File: config.mk
export PLATFORM = sky130hd
export DESIGN_NAME = dma_audio_player
export DESIGN_NICKNAME = d
export VERILOG_FILES = /design/src/rtl/dap_pkg.sv /design/src/rtl/dap_regs.sv /design/src/rtl/dap_fetch.sv /design/src/rtl/dap_fifo.sv /design/src/rtl/dap_rate.sv /design/src/rtl/dap_out.sv /design/src/rtl/dma_audio_player.sv
export SDC_FILE = /design/constraint.sdc
export NUM_CORES = 1
export LEC_CHECK = 0
export BUFFER_PORTS_ARGS = -buffer_cell sky130_fd_sc_hd__buf_2
export CORE_UTILIZATION = 34
export DETAILED_ROUTE_END_ITERATION = 8
export PLACE_DENSITY_LB_ADDON = 0.08
export SLEW_MARGIN = 15
export SYNTH_ARGS = -nofsm -noshare
export SYNTH_HDL_FRONTEND = slang
export SYNTH_HIERARCHICAL = 1
export SYNTH_SLANG_ARGS = --single-unit
export TNS_END_PERCENT = 10
File: constraint.sdc
create_clock -name clk -period 5.7 [get_ports clk]
set_clock_uncertainty 0.15 [all_clocks]
set_input_delay 0 -clock clk [delete_from_list [all_inputs] [get_ports clk]]
set_output_delay 0 -clock clk [all_outputs]
set_load 0.05 [all_outputs]
File: src/rtl/dap_pkg.sv
package dap_pkg;
  localparam int ADDR_W     = 24;
  localparam int ADDR_BYTES = ADDR_W / 8;
  localparam int RA_W       = 4;

  localparam logic [RA_W-1:0] REG_CTRL  = 4'd0;
  localparam logic [RA_W-1:0] REG_MODE  = 4'd1;
  localparam logic [RA_W-1:0] REG_BEG_H = 4'd2;
  localparam logic [RA_W-1:0] REG_FIN_H = 4'd5;
  localparam logic [RA_W-1:0] REG_POS_H = 4'd8;

  typedef logic [ADDR_W-1:0] addr_t;

  typedef struct packed {
    logic       mono;
    logic [1:0] rate;
  } mode_t;
endpackage

File: src/rtl/dap_regs.sv
module dap_regs
  import dap_pkg::*;
(
  input  logic            clk,
  input  logic            rst_n,
  input  logic            wr,
  input  logic [RA_W-1:0] addr,
  input  logic [7:0]      wdata,
  input  logic            frame_stop,
  input  addr_t           cur_addr,
  output logic            run,
  output logic            loop_en,
  output mode_t           mode,
  output addr_t           beg_addr,
  output addr_t           fin_addr,
  output logic            start_cmd,
  output logic            stop_cmd,
  output logic [7:0]      rdata
);
  logic ctrl_wr;
  assign ctrl_wr   = wr && (addr == REG_CTRL);
  assign start_cmd = ctrl_wr && wdata[0] && !run;
  assign stop_cmd  = ctrl_wr && !wdata[0];

  always_ff @(posedge clk) begin
    if (!rst_n) begin
      run      <= 1'b0;
      loop_en  <= 1'b0;
      mode     <= '0;
      beg_addr <= '0;
      fin_addr <= '0;
    end else begin
      if (frame_stop) run <= 1'b0;
      if (ctrl_wr) begin
        run     <= wdata[0];
        loop_en <= wdata[1];
      end
      if (wr && addr == REG_MODE) begin
        mode.mono <= wdata[7];
        mode.rate <= wdata[1:0];
      end
      for (int b = 0; b < ADDR_BYTES; b++) begin
        if (wr && addr == REG_BEG_H + RA_W'(b))
          beg_addr[(ADDR_BYTES-1-b)*8 +: 8] <= wdata;
        if (wr && addr == REG_FIN_H + RA_W'(b))
          fin_addr[(ADDR_BYTES-1-b)*8 +: 8] <= wdata;
      end
    end
  end

  always_comb begin
    rdata = 8'h00;
    if (addr == REG_CTRL) rdata = {6'b0, loop_en, run};
    if (addr == REG_MODE) rdata = {mode.mono, 5'b0, mode.rate};
    for (int b = 0; b < ADDR_BYTES; b++) begin
      if (addr == REG_BEG_H + RA_W'(b)) rdata = beg_addr[(ADDR_BYTES-1-b)*8 +: 8];
      if (addr == REG_FIN_H + RA_W'(b)) rdata = fin_addr[(ADDR_BYTES-1-b)*8 +: 8];
      if (addr == REG_POS_H + RA_W'(b)) rdata = cur_addr[(ADDR_BYTES-1-b)*8 +: 8];
    end
  end
endmodule

File: src/rtl/dap_fetch.sv
module dap_fetch
  import dap_pkg::*;
(
  input  logic  clk,
  input  logic  rst_n,
  input  logic  start_cmd,
  input  logic  run,
  input  logic  loop_en,
  input  addr_t beg_addr,
  input  addr_t fin_addr,
  input  logic  room,
  input  logic  mem_gnt,
  output logic  mem_req,
  output addr_t cur_addr,
  output logic  push,
  output logic  boundary,
  output logic  frame_stop,
  output logic  frame_irq
);
  addr_t fin_w;

  assign boundary   = run && (cur_addr == fin_w);
  assign frame_stop = boundary && !loop_en;
  assign mem_req    = run && (cur_addr != fin_w) && room;
  assign push       = mem_req && mem_gnt;

  always_ff @(posedge clk) begin
    if (!rst_n) begin
      cur_addr  <= '0;
      fin_w     <= '0;
      frame_irq <= 1'b0;
    end else begin
      frame_irq <= boundary;
      if (start_cmd || (boundary && loop_en)) begin
        cur_addr <= beg_addr;
        fin_w    <= fin_addr;
      end else if (push) begin
        cur_addr <= cur_addr + 1'b1;
      end
    end
  end
endmodule

File: src/rtl/dap_fifo.sv
module dap_fifo #(
  parameter int DEPTH = 8,
  parameter int W     = 8,
  localparam int PW   = $clog2(DEPTH),
  localparam int CW   = $clog2(DEPTH + 1)
) (
  input  logic          clk,
  input  logic          rst_n,
  input  logic          flush,
  input  logic          push,
  input  logic [W-1:0]  din,
  input  logic [1:0]    pop,
  output logic [W-1:0]  head0,
  output logic [W-1:0]  head1,
  output logic [CW-1:0] count
);
  logic [W-1:0]  mem [DEPTH];
  logic [PW-1:0] wp, rp;

  assign head0 = mem[rp];
  assign head1 = mem[rp + 1'b1];

  always_ff @(posedge clk) begin
    if (push) mem[wp] <= din;
  end

  always_ff @(posedge clk) begin
    if (!rst_n || flush) begin
      wp    <= '0;
      rp    <= '0;
      count <= '0;
    end else begin
      if (push) wp <= wp + 1'b1;
      rp    <= rp + PW'(pop);
      count <= count + CW'(push) - CW'(pop);
    end
  end
endmodule

File: src/rtl/dap_rate.sv
module dap_rate #(
  parameter int DIV_R0 = 8000,
  parameter int DIV_R1 = 4000,
  parameter int DIV_R2 = 2000,
  parameter int DIV_R3 = 1000,
  localparam int M01  = (DIV_R0 > DIV_R1) ? DIV_R0 : DIV_R1,
  localparam int M23  = (DIV_R2 > DIV_R3) ? DIV_R2 : DIV_R3,
  localparam int MAXD = (M01 > M23) ? M01 : M23,
  localparam int CW   = $clog2(MAXD + 1)
) (
  input  logic       clk,
  input  logic       rst_n,
  input  logic       restart,
  input  logic       active,
  input  logic [1:0] rate,
  output logic       tick
);
  logic [CW-1:0] cnt, reload;

  always_comb begin
    case (rate)
      2'd0:    reload = CW'(DIV_R0 - 1);
      2'd1:    reload = CW'(DIV_R1 - 1);
      2'd2:    reload = CW'(DIV_R2 - 1);
      default: reload = CW'(DIV_R3 - 1);
    endcase
  end

  assign tick = active && !restart && (cnt == '0);

  always_ff @(posedge clk) begin
    if (!rst_n)                                   cnt <= '0;
    else if (restart || !active || cnt == '0)     cnt <= reload;
    else                                          cnt <= cnt - 1'b1;
  end
endmodule

File: src/rtl/dap_out.sv
module dap_out #(
  parameter int CW = 4
) (
  input  logic          clk,
  input  logic          rst_n,
  input  logic          tick,
  input  logic          run,
  input  logic          mono,
  input  logic [CW-1:0] fifo_cnt,
  input  logic [7:0]    head0,
  input  logic [7:0]    head1,
  input  logic          clr_underrun,
  output logic [1:0]    pop,
  output logic          active,
  output logic          aud_valid,
  output logic [7:0]    aud_left,
  output logic [7:0]    aud_right,
  output logic          underrun
);
  logic [1:0] need;
  logic       have;

  assign need   = mono ? 2'd1 : 2'd2;
  assign have   = fifo_cnt >= CW'(need);
  assign active = run || have;
  assign pop    = (tick && have) ? need : 2'd0;

  always_ff @(posedge clk) begin
    if (!rst_n) begin
      aud_valid <= 1'b0;
      aud_left  <= '0;
      aud_right <= '0;
      underrun  <= 1'b0;
    end else begin
      aud_valid <= tick;
      if (tick && have) begin
        aud_left  <= head0;
        aud_right <= mono ? head0 : head1;
      end
      if (clr_underrun)               underrun <= 1'b0;
      else if (tick && !have && run)  underrun <= 1'b1;
    end
  end
endmodule

File: src/rtl/dma_audio_player.sv
module dma_audio_player
  import dap_pkg::*;
#(
  parameter int DEPTH  = 8,
  parameter int DIV_R0 = 8000,
  parameter int DIV_R1 = 4000,
  parameter int DIV_R2 = 2000,
  parameter int DIV_R3 = 1000,
  localparam int CW    = $clog2(DEPTH + 1)
) (
  input  logic              clk,
  input  logic              rst_n,
  input  logic              reg_wr,
  input  logic [RA_W-1:0]   reg_addr,
  input  logic [7:0]        reg_wdata,
  output logic [7:0]        reg_rdata,
  output logic              mem_req,
  output logic [ADDR_W-1:0] mem_addr,
  input  logic              mem_gnt,
  input  logic [7:0]        mem_rdata,
  output logic              aud_valid,
  output logic [7:0]        aud_left,
  output logic [7:0]        aud_right,
  output logic              aud_underrun,
  output logic              frame_irq
);
  logic          run, loop_en, start_cmd, stop_cmd;
  mode_t         mode;
  addr_t         beg_addr, fin_addr, cur_addr;
  logic          room, push, boundary, frame_stop;
  logic [CW-1:0] fifo_count;
  logic [7:0]    head0, head1;
  logic [1:0]    pop;
  logic          active, tick;

  assign room     = fifo_count < CW'(DEPTH);
  assign mem_addr = cur_addr;

  dap_regs u_regs (
    .clk, .rst_n, .wr(reg_wr), .addr(reg_addr), .wdata(reg_wdata),
    .frame_stop, .cur_addr, .run, .loop_en, .mode, .beg_addr, .fin_addr,
    .start_cmd, .stop_cmd, .rdata(reg_rdata)
  );

  dap_fetch u_fetch (
    .clk, .rst_n, .start_cmd, .run, .loop_en, .beg_addr, .fin_addr,
    .room, .mem_gnt, .mem_req, .cur_addr, .push, .boundary,
    .frame_stop, .frame_irq
  );

  dap_fifo #(.DEPTH(DEPTH), .W(8)) u_fifo (
    .clk, .rst_n, .flush(start_cmd || stop_cmd), .push, .din(mem_rdata),
    .pop, .head0, .head1, .count(fifo_count)
  );

  dap_rate #(.DIV_R0(DIV_R0), .DIV_R1(DIV_R1), .DIV_R2(DIV_R2), .DIV_R3(DIV_R3)) u_rate (
    .clk, .rst_n, .restart(start_cmd), .active, .rate(mode.rate), .tick
  );

  dap_out #(.CW(CW)) u_out (
    .clk, .rst_n, .tick, .run, .mono(mode.mono), .fifo_cnt(fifo_count),
    .head0, .head1, .clr_underrun(start_cmd), .pop, .active,
    .aud_valid, .aud_left, .aud_right, .underrun(aud_underrun)
  );
endmodule

* Word level (Yosys, flattened, before mapping)
Memories as Yosys holds them, arrays and structs flattened. A register that Yosys moved wholly into a read port is not among the register bits. Cells that the tools add are included.
Storage, ports and cells: register bits 143, RAM bits 64, word-level logic and storage cells 110, memories 1
Operators by class: $add $sub $neg 7, $lt $le $gt $ge 2, equality and inequality tests 14, multiplexer cells 23, bitwise gates (word level) 1, reduce and logical (&&, ||, !) cells 41
Memory list:
- u_fifo.mem | words 8, width 8, read ports 2, clocked after Yosys merged registers in 1, wr ports 1, RTL line dap_fifo.sv:17 | logic [W-1:0] mem [DEPTH];
Operators with widths (count):
- $mux W8 | 11
- $mux W24 | 2
- $pmux W13 S3 | 1
- $add A24 B1 Y24 const B | 1
- $eq A24 B24 Y1 | 1
- $ne A24 B24 Y1 | 1
- $logic_and A1 B1 Y1 | 22
- $eq A4 B3 Y1 const B | 4
- $logic_not A13 Y1 | 1
- $mux W13 | 1
- $sub A13 B1 Y13 const B | 1
- $eq A4 B4 Y1 const B | 3
- $eq A4 B2 Y1 const B | 2
- $logic_not A1 Y1 | 7
- $add A3 B1 Y3 const B | 2
- $logic_or A1 B1 Y1 | 6
- $mux W2 | 3
- $add A4 B1 Y4 | 1
- $eq A4 B1 Y1 const B | 1
- $ge A4 B2 Y1 | 1
- $logic_not A4 Y1 | 1
- $lt A4 B4 Y1 const B | 1
- $mux W1 | 4
- $reduce_bool A2 Y1 | 2
- other kinds (8) | 8

* Logic depth before layout (Yosys ltp)
depth after elaboration 12, gate-level depth with buffers 20, mapped depth without buffers 15

* Cells and area by module
Netlist, hierarchy kept.
Modules (own cells, without submodules):
- dap_fifo | times used 1, cells each 185, area each 3577.2 um^2, seq. area each 2122.0 um^2
- dap_regs | times used 1, cells each 330, area each 2859.0 um^2, seq. area each 1061.0 um^2
- dap_fetch | times used 1, cells each 318, area each 2606.2 um^2, seq. area each 980.9 um^2
- dap_out | times used 1, cells each 89, area each 833.3 um^2, seq. area each 360.3 um^2
- dap_rate | times used 1, cells each 89, area each 789.5 um^2, seq. area each 260.2 um^2
- dma_audio_player | times used 1, cells each 2, area each 10.0 um^2, seq. area each 0.0 um^2

* Least setup slack after synthesis
No wires, ideal clock.
kind flip-flop to flip-flop, from reg u_regs/mode[2] (netlist name), to reg u_fifo.count[3], library setup time 74 ps, arrival time 3841 ps, path slack 1635 ps, cell stages (with the launch flop) 20, path buffers 5, cell sequence dfxtp_1 ha_1 nand2b_1 a2111o_1 buf_2 buf_2 or2_2 nand2b_1 clkbuf_1 nor2_1 and2_1 buf_6 buf_6 nor2b_1 inv_1 ha_1 ha_1 a21o_1 a2111o_1 o21ai_0
On the way: cells in the longest elaborated chain, start to end 8
Ends and longest elaborated chain:
- $mux W2 | RTL line dap_out.sv:23 | assign need = mono ? 2'd1 : 2'd2;
- $ge A4 B2 Y1 | RTL line dap_out.sv:24 | assign have = fifo_cnt >= CW'(need);
- $logic_or A1 B1 Y1 | RTL line dap_out.sv:25 | assign active = run || have;
- named net active | RTL line dma_audio_player.sv:34 | logic active, tick;
- $logic_and A1 B1 Y1 (2 in a row) | RTL line dap_rate.sv:29 | assign tick = active && !restart && (cnt == '0);
- named net tick | RTL line dma_audio_player.sv:34
- $logic_and A1 B1 Y1 | RTL line dap_out.sv:26 | assign pop = (tick && have) ? need : 2'd0;
- $mux W2 | RTL line dap_out.sv:26
- named net pop[1] | RTL line dma_audio_player.sv:33 | logic [1:0] pop;
- $sub A4 B2 Y4 | RTL line dap_fifo.sv:35 | count <= count + CW'(push) - CW'(pop);
- end signal, assigned | RTL line dap_fifo.sv:35
- end, declared | RTL line dap_fifo.sv:15 | output logic [CW-1:0] count
The timed path passes the listed nets, and every way through them passes these cells. A chain may end at the register's enable or synchronous reset.

* Final worst setup path
from reg u_regs/mode[2] (netlist name), to reg u_fifo.count[3]
On the way: cells in the longest elaborated chain, start to end 8
Ends and longest elaborated chain (RTL line):
- $mux W2 | dap_out.sv:23
- $ge A4 B2 Y1 | dap_out.sv:24
- $logic_or A1 B1 Y1 | dap_out.sv:25
- named net active | dma_audio_player.sv:34
- $logic_and A1 B1 Y1 (2 in a row) | dap_rate.sv:29
- named net tick | dma_audio_player.sv:34
- $logic_and A1 B1 Y1 | dap_out.sv:26
- $mux W2 | dap_out.sv:26
- named net pop[1] | dma_audio_player.sv:33
- $sub A4 B2 Y4 | dap_fifo.sv:35
The timed path passes the listed nets, and every way through them passes these cells.

==> flow_metrics.tcl <==
set metrics [dict create \
    drt_pass1_iterations 7 \
    detail_route.wirelength_microns 33200 \
    cts_buffer_depth 3 \
    synth_async_sr_flop_share_pct 0 \
    postCtsResizedCells 0 \
    timing.max_cap.violations 0 \
    topRoutingLayerUsed "met4" \
    gp_congestion 0.855 \
    fin_crit_ns 4.61 \
    min_path_type "input port to flop" \
    post_synthesis_adder_cell_area_fraction_pct 2.48 \
    finalPower_mw 3.59 \
    run_status "complete, but fails checks" \
    clkLatencyLatePin_ns 0.54 \
    cts-buffers-inserted 26 \
    floorplan.die.height_microns 179 \
    grt_antenna_before_repair 0 \
    totalNegativeSetupSlack_ns 0 \
    first_global_vias 7722 \
    cts-htree-levels 1 \
    core_area_sq_um 30700 \
    global_route.overflow_total 0 \
    post_synth.cell_area_avg_sq_um 10.5 \
    static-leakage-power_nw 4.61 \
    setup_repair_after_global_routing_missed_its_margin "no" \
    cts-root-buf "sky130_fd_sc_hd__clkbuf_16" \
    io_buffers 75 \
    dpl_worst_slack_ns 1.13 \
    synth_top_family_by_area "simple AND/OR/NAND/NOR gates" \
    maximum_clock_frequency_mhz 217 \
    timing.hold.ws_ns 0.0498 \
    setup_ws_ns 1.09 \
    syn_area_sq_um 10700 \
    insertedDiodeCount 0 \
    failing_checks "DRC" \
    floorplan.rows 64 \
    postSynthNetCount 1057 \
    grt_start_max_net_pins 80 \
    finish.net_count 1132 \
    postSynthCellCount 1013 \
    via_per_inst 5.53 \
    layout_cell_share_with_drive_strength_beyond_1_pct 16.3 \
    timing.setup.critical_path_class "flop to flop" \
    flops_latches_synth 207 \
    power.density_nw_per_um2 289 \
    detailedRoute.firstIterationViolations 722 \
    setup.worst_path.start_class "flop" \
    detailed_route_via_count 8319 \
    route.met2.wl_microns 14300 \
    detailroute.wirelength.met3_microns 1730 \
    synth_compound_area_share_pct 13.9 \
    finalInstanceArea_sq_um 12400 \
    worst_ir_drop_vdd_mv 0.259 \
    synth_seq_area_share_pct 44.8 \
    synth_cell_type_count 78 \
    yosysWarningCount 6 \
    final_min_period_over_clock_period_pct 80.9 \
    setup_viol 0 \
    grt_pass1_wl_microns 49500 \
    multiInputGateArea_sq_um 5470 \
    synth_enable_flop_cells 64 \
    crit_path_end_kind "flop" \
    basic_gate_share_of_the_synthesized_area_counting_and_or_nand_and_nor_cells_pct 16.2 \
    met1_length_microns 16500 \
    multiplexer_share_of_the_synthesized_area_pct 14.1 \
    finalHoldViolations 0 \
    leading_cell_type_in_the_layout_fill_and_taps_excluded "sky130_fd_sc_hd__dfxtp_1" \
    post_synth_xor_area_fraction_pct 4.42 \
    relSlewSlack_pct 25.4 \
    arrival_ns 4.92 \
    timing.critical_path.fanout_max 20 \
    worst_ep_required_time_ns 6.00 \
    most_used_cells_in_the_layout_excluding_fill_and_tap_cells "143 x sky130_fd_sc_hd__dfxtp_1, 113 x sky130_fd_sc_hd__nand2_1, 74 x sky130_fd_sc_hd__buf_2" \
    dp.final_hpwl_microns 22800 \
    final.fill_count 3088 \
    grt_use_total_pct 20.7 \
    drtAntennaViolNets 0 \
    post_cts_repair_setup_buffers 0 \
    drc_errors 6 \
    die-area_sq_um 32100 \
    start_util_pct 34.7 \
    number_of_pins_with_negative_max_slew_slack_in_the_final_report 0 \
    tritoncts_clock_tree "built" \
    ys_dominant_reg_cell "sky130_fd_sc_hd__dfxtp_1" \
    io_pins 76 \
    drt-wirelength-per-cell_microns 22.1 \
    cts_sinks 207 \
    worstMarginPinSlew_ns 1.12 \
    area_delta_synth_final_pct 16.2 \
    floorplan.die.width_microns 179 \
    clk_pin_slew_worst_paths_ns 0.06 \
    placed_cell_area_sq_um 11300 \
    footprint_of_the_flip_flops_and_latches_sq_um 4780 \
]
[area by class of cell]
| type | instances | share of cell area, % |
|---|---|---|
| multi-input combinational | 721 | 44.1 |
| sequential | 207 | 38.6 |
| clock buffer | 35 | 5.79 |
| timing repair buffer | 111 | 5.65 |
| tap | 396 | 3.99 |
| clock inverter | 12 | 1.29 |
| inverter | 21 | 0.635 |
[power by group]
group          switching, mW  internal, mW
sequential            0.0340          1.54
combinational          0.237        0.0975
clock                  0.661          1.02
total                  0.932          2.65
[through the flow]
stage	std cells	utilization [%]
final	1503	40.3
after global placement	1435	36.8
after detailed placement	1435	36.8
after global routing	1503	40.3
after floorplan	1013	-
after CTS	1503	40.3
[kinds of logic after synthesis]
logic type               count (synthesis)
AO/OA/AOI/OAI                          218
XOR/XNOR                                53
adder cells (fa/ha/maj)                 20
buffers and inverters                   85
flip-flops                             207
multiplexers                           101
AND/OR/NAND/NOR                        329
[routing by layer]
metal	vias to the layer above	track usage, %
met2	242	30.5
met3	37	2.88
met4	0	4.27
li1	3930	-
met1	4110	31.8
met5	-	0
[critical path, cell delays in order, from the launching register on]
cell,delay (ns)
sky130_fd_sc_hd__dfxtp_1,0.30
sky130_fd_sc_hd__buf_4,0.22
sky130_fd_sc_hd__ha_1,0.26
sky130_fd_sc_hd__nand2b_1,0.14
sky130_fd_sc_hd__a2111o_1,0.66
sky130_fd_sc_hd__or2_2,0.38
sky130_fd_sc_hd__nand2b_1,0.19
sky130_fd_sc_hd__nor2_1,0.08
sky130_fd_sc_hd__buf_4,0.20
sky130_fd_sc_hd__and2_1,0.35
sky130_fd_sc_hd__nor2b_1,0.23
sky130_fd_sc_hd__inv_1,0.11
sky130_fd_sc_hd__ha_1,0.28
sky130_fd_sc_hd__ha_1,0.31
sky130_fd_sc_hd__a21o_1,0.17
sky130_fd_sc_hd__a2111o_1,0.41
sky130_fd_sc_hd__o21ai_0,0.07
[what timing repair did]
item,CTS,global route
hold buffers,21,0
endpoints found under the setup margin,0,0
hold endpoints to repair,148,0
[synthesized netlist by cell type (23+ instances only)]
library cell	count	area, sq um
sky130_fd_sc_hd__a21oi_1	51	255
sky130_fd_sc_hd__clkbuf_1	28	105
sky130_fd_sc_hd__dfxtp_1	143	2860
sky130_fd_sc_hd__edfxtp_1	64	1920
sky130_fd_sc_hd__mux2i_1	53	531
sky130_fd_sc_hd__nand2_1	113	424
sky130_fd_sc_hd__nand3_1	25	125
sky130_fd_sc_hd__nor2_1	39	146
sky130_fd_sc_hd__nor2b_1	50	313
sky130_fd_sc_hd__o21ai_0	29	145
sky130_fd_sc_hd__o21ai_1	23	115
sky130_fd_sc_hd__xor2_1	32	280
[final timing paths]
path	from	to	slack (ns)	cells past startpoint
max reg2reg	u_regs/mode[2]$_SDFFE_PN0P_	u_fifo/count[3]$_SDFF_PP0_	1.09	16
min reg2reg	u_out/aud_left[6]$_SDFFE_PN0P_	u_out/aud_left[6]$_SDFFE_PN0P_	0.30	2
max	u_regs/mode[2]$_SDFFE_PN0P_	u_fifo/count[3]$_SDFF_PP0_	1.09	16
min	mem_gnt	u_fetch/cur_addr[1]$_SDFFE_PN0P_	0.05	4
[flip-flops by register name (all words and copies together), names as in the netlist, 4 cells and up]
signal            cells
u_fifo/mem           64
u_fetch/fin_w        24
u_rate/cnt           13
u_fetch/cur_addr     24
u_out/aud_left        8
u_regs/fin_addr      24
u_regs/beg_addr      24
u_fifo/count          4
u_out/aud_right       8
Note: power is estimated with default switching activity, not from simulation.
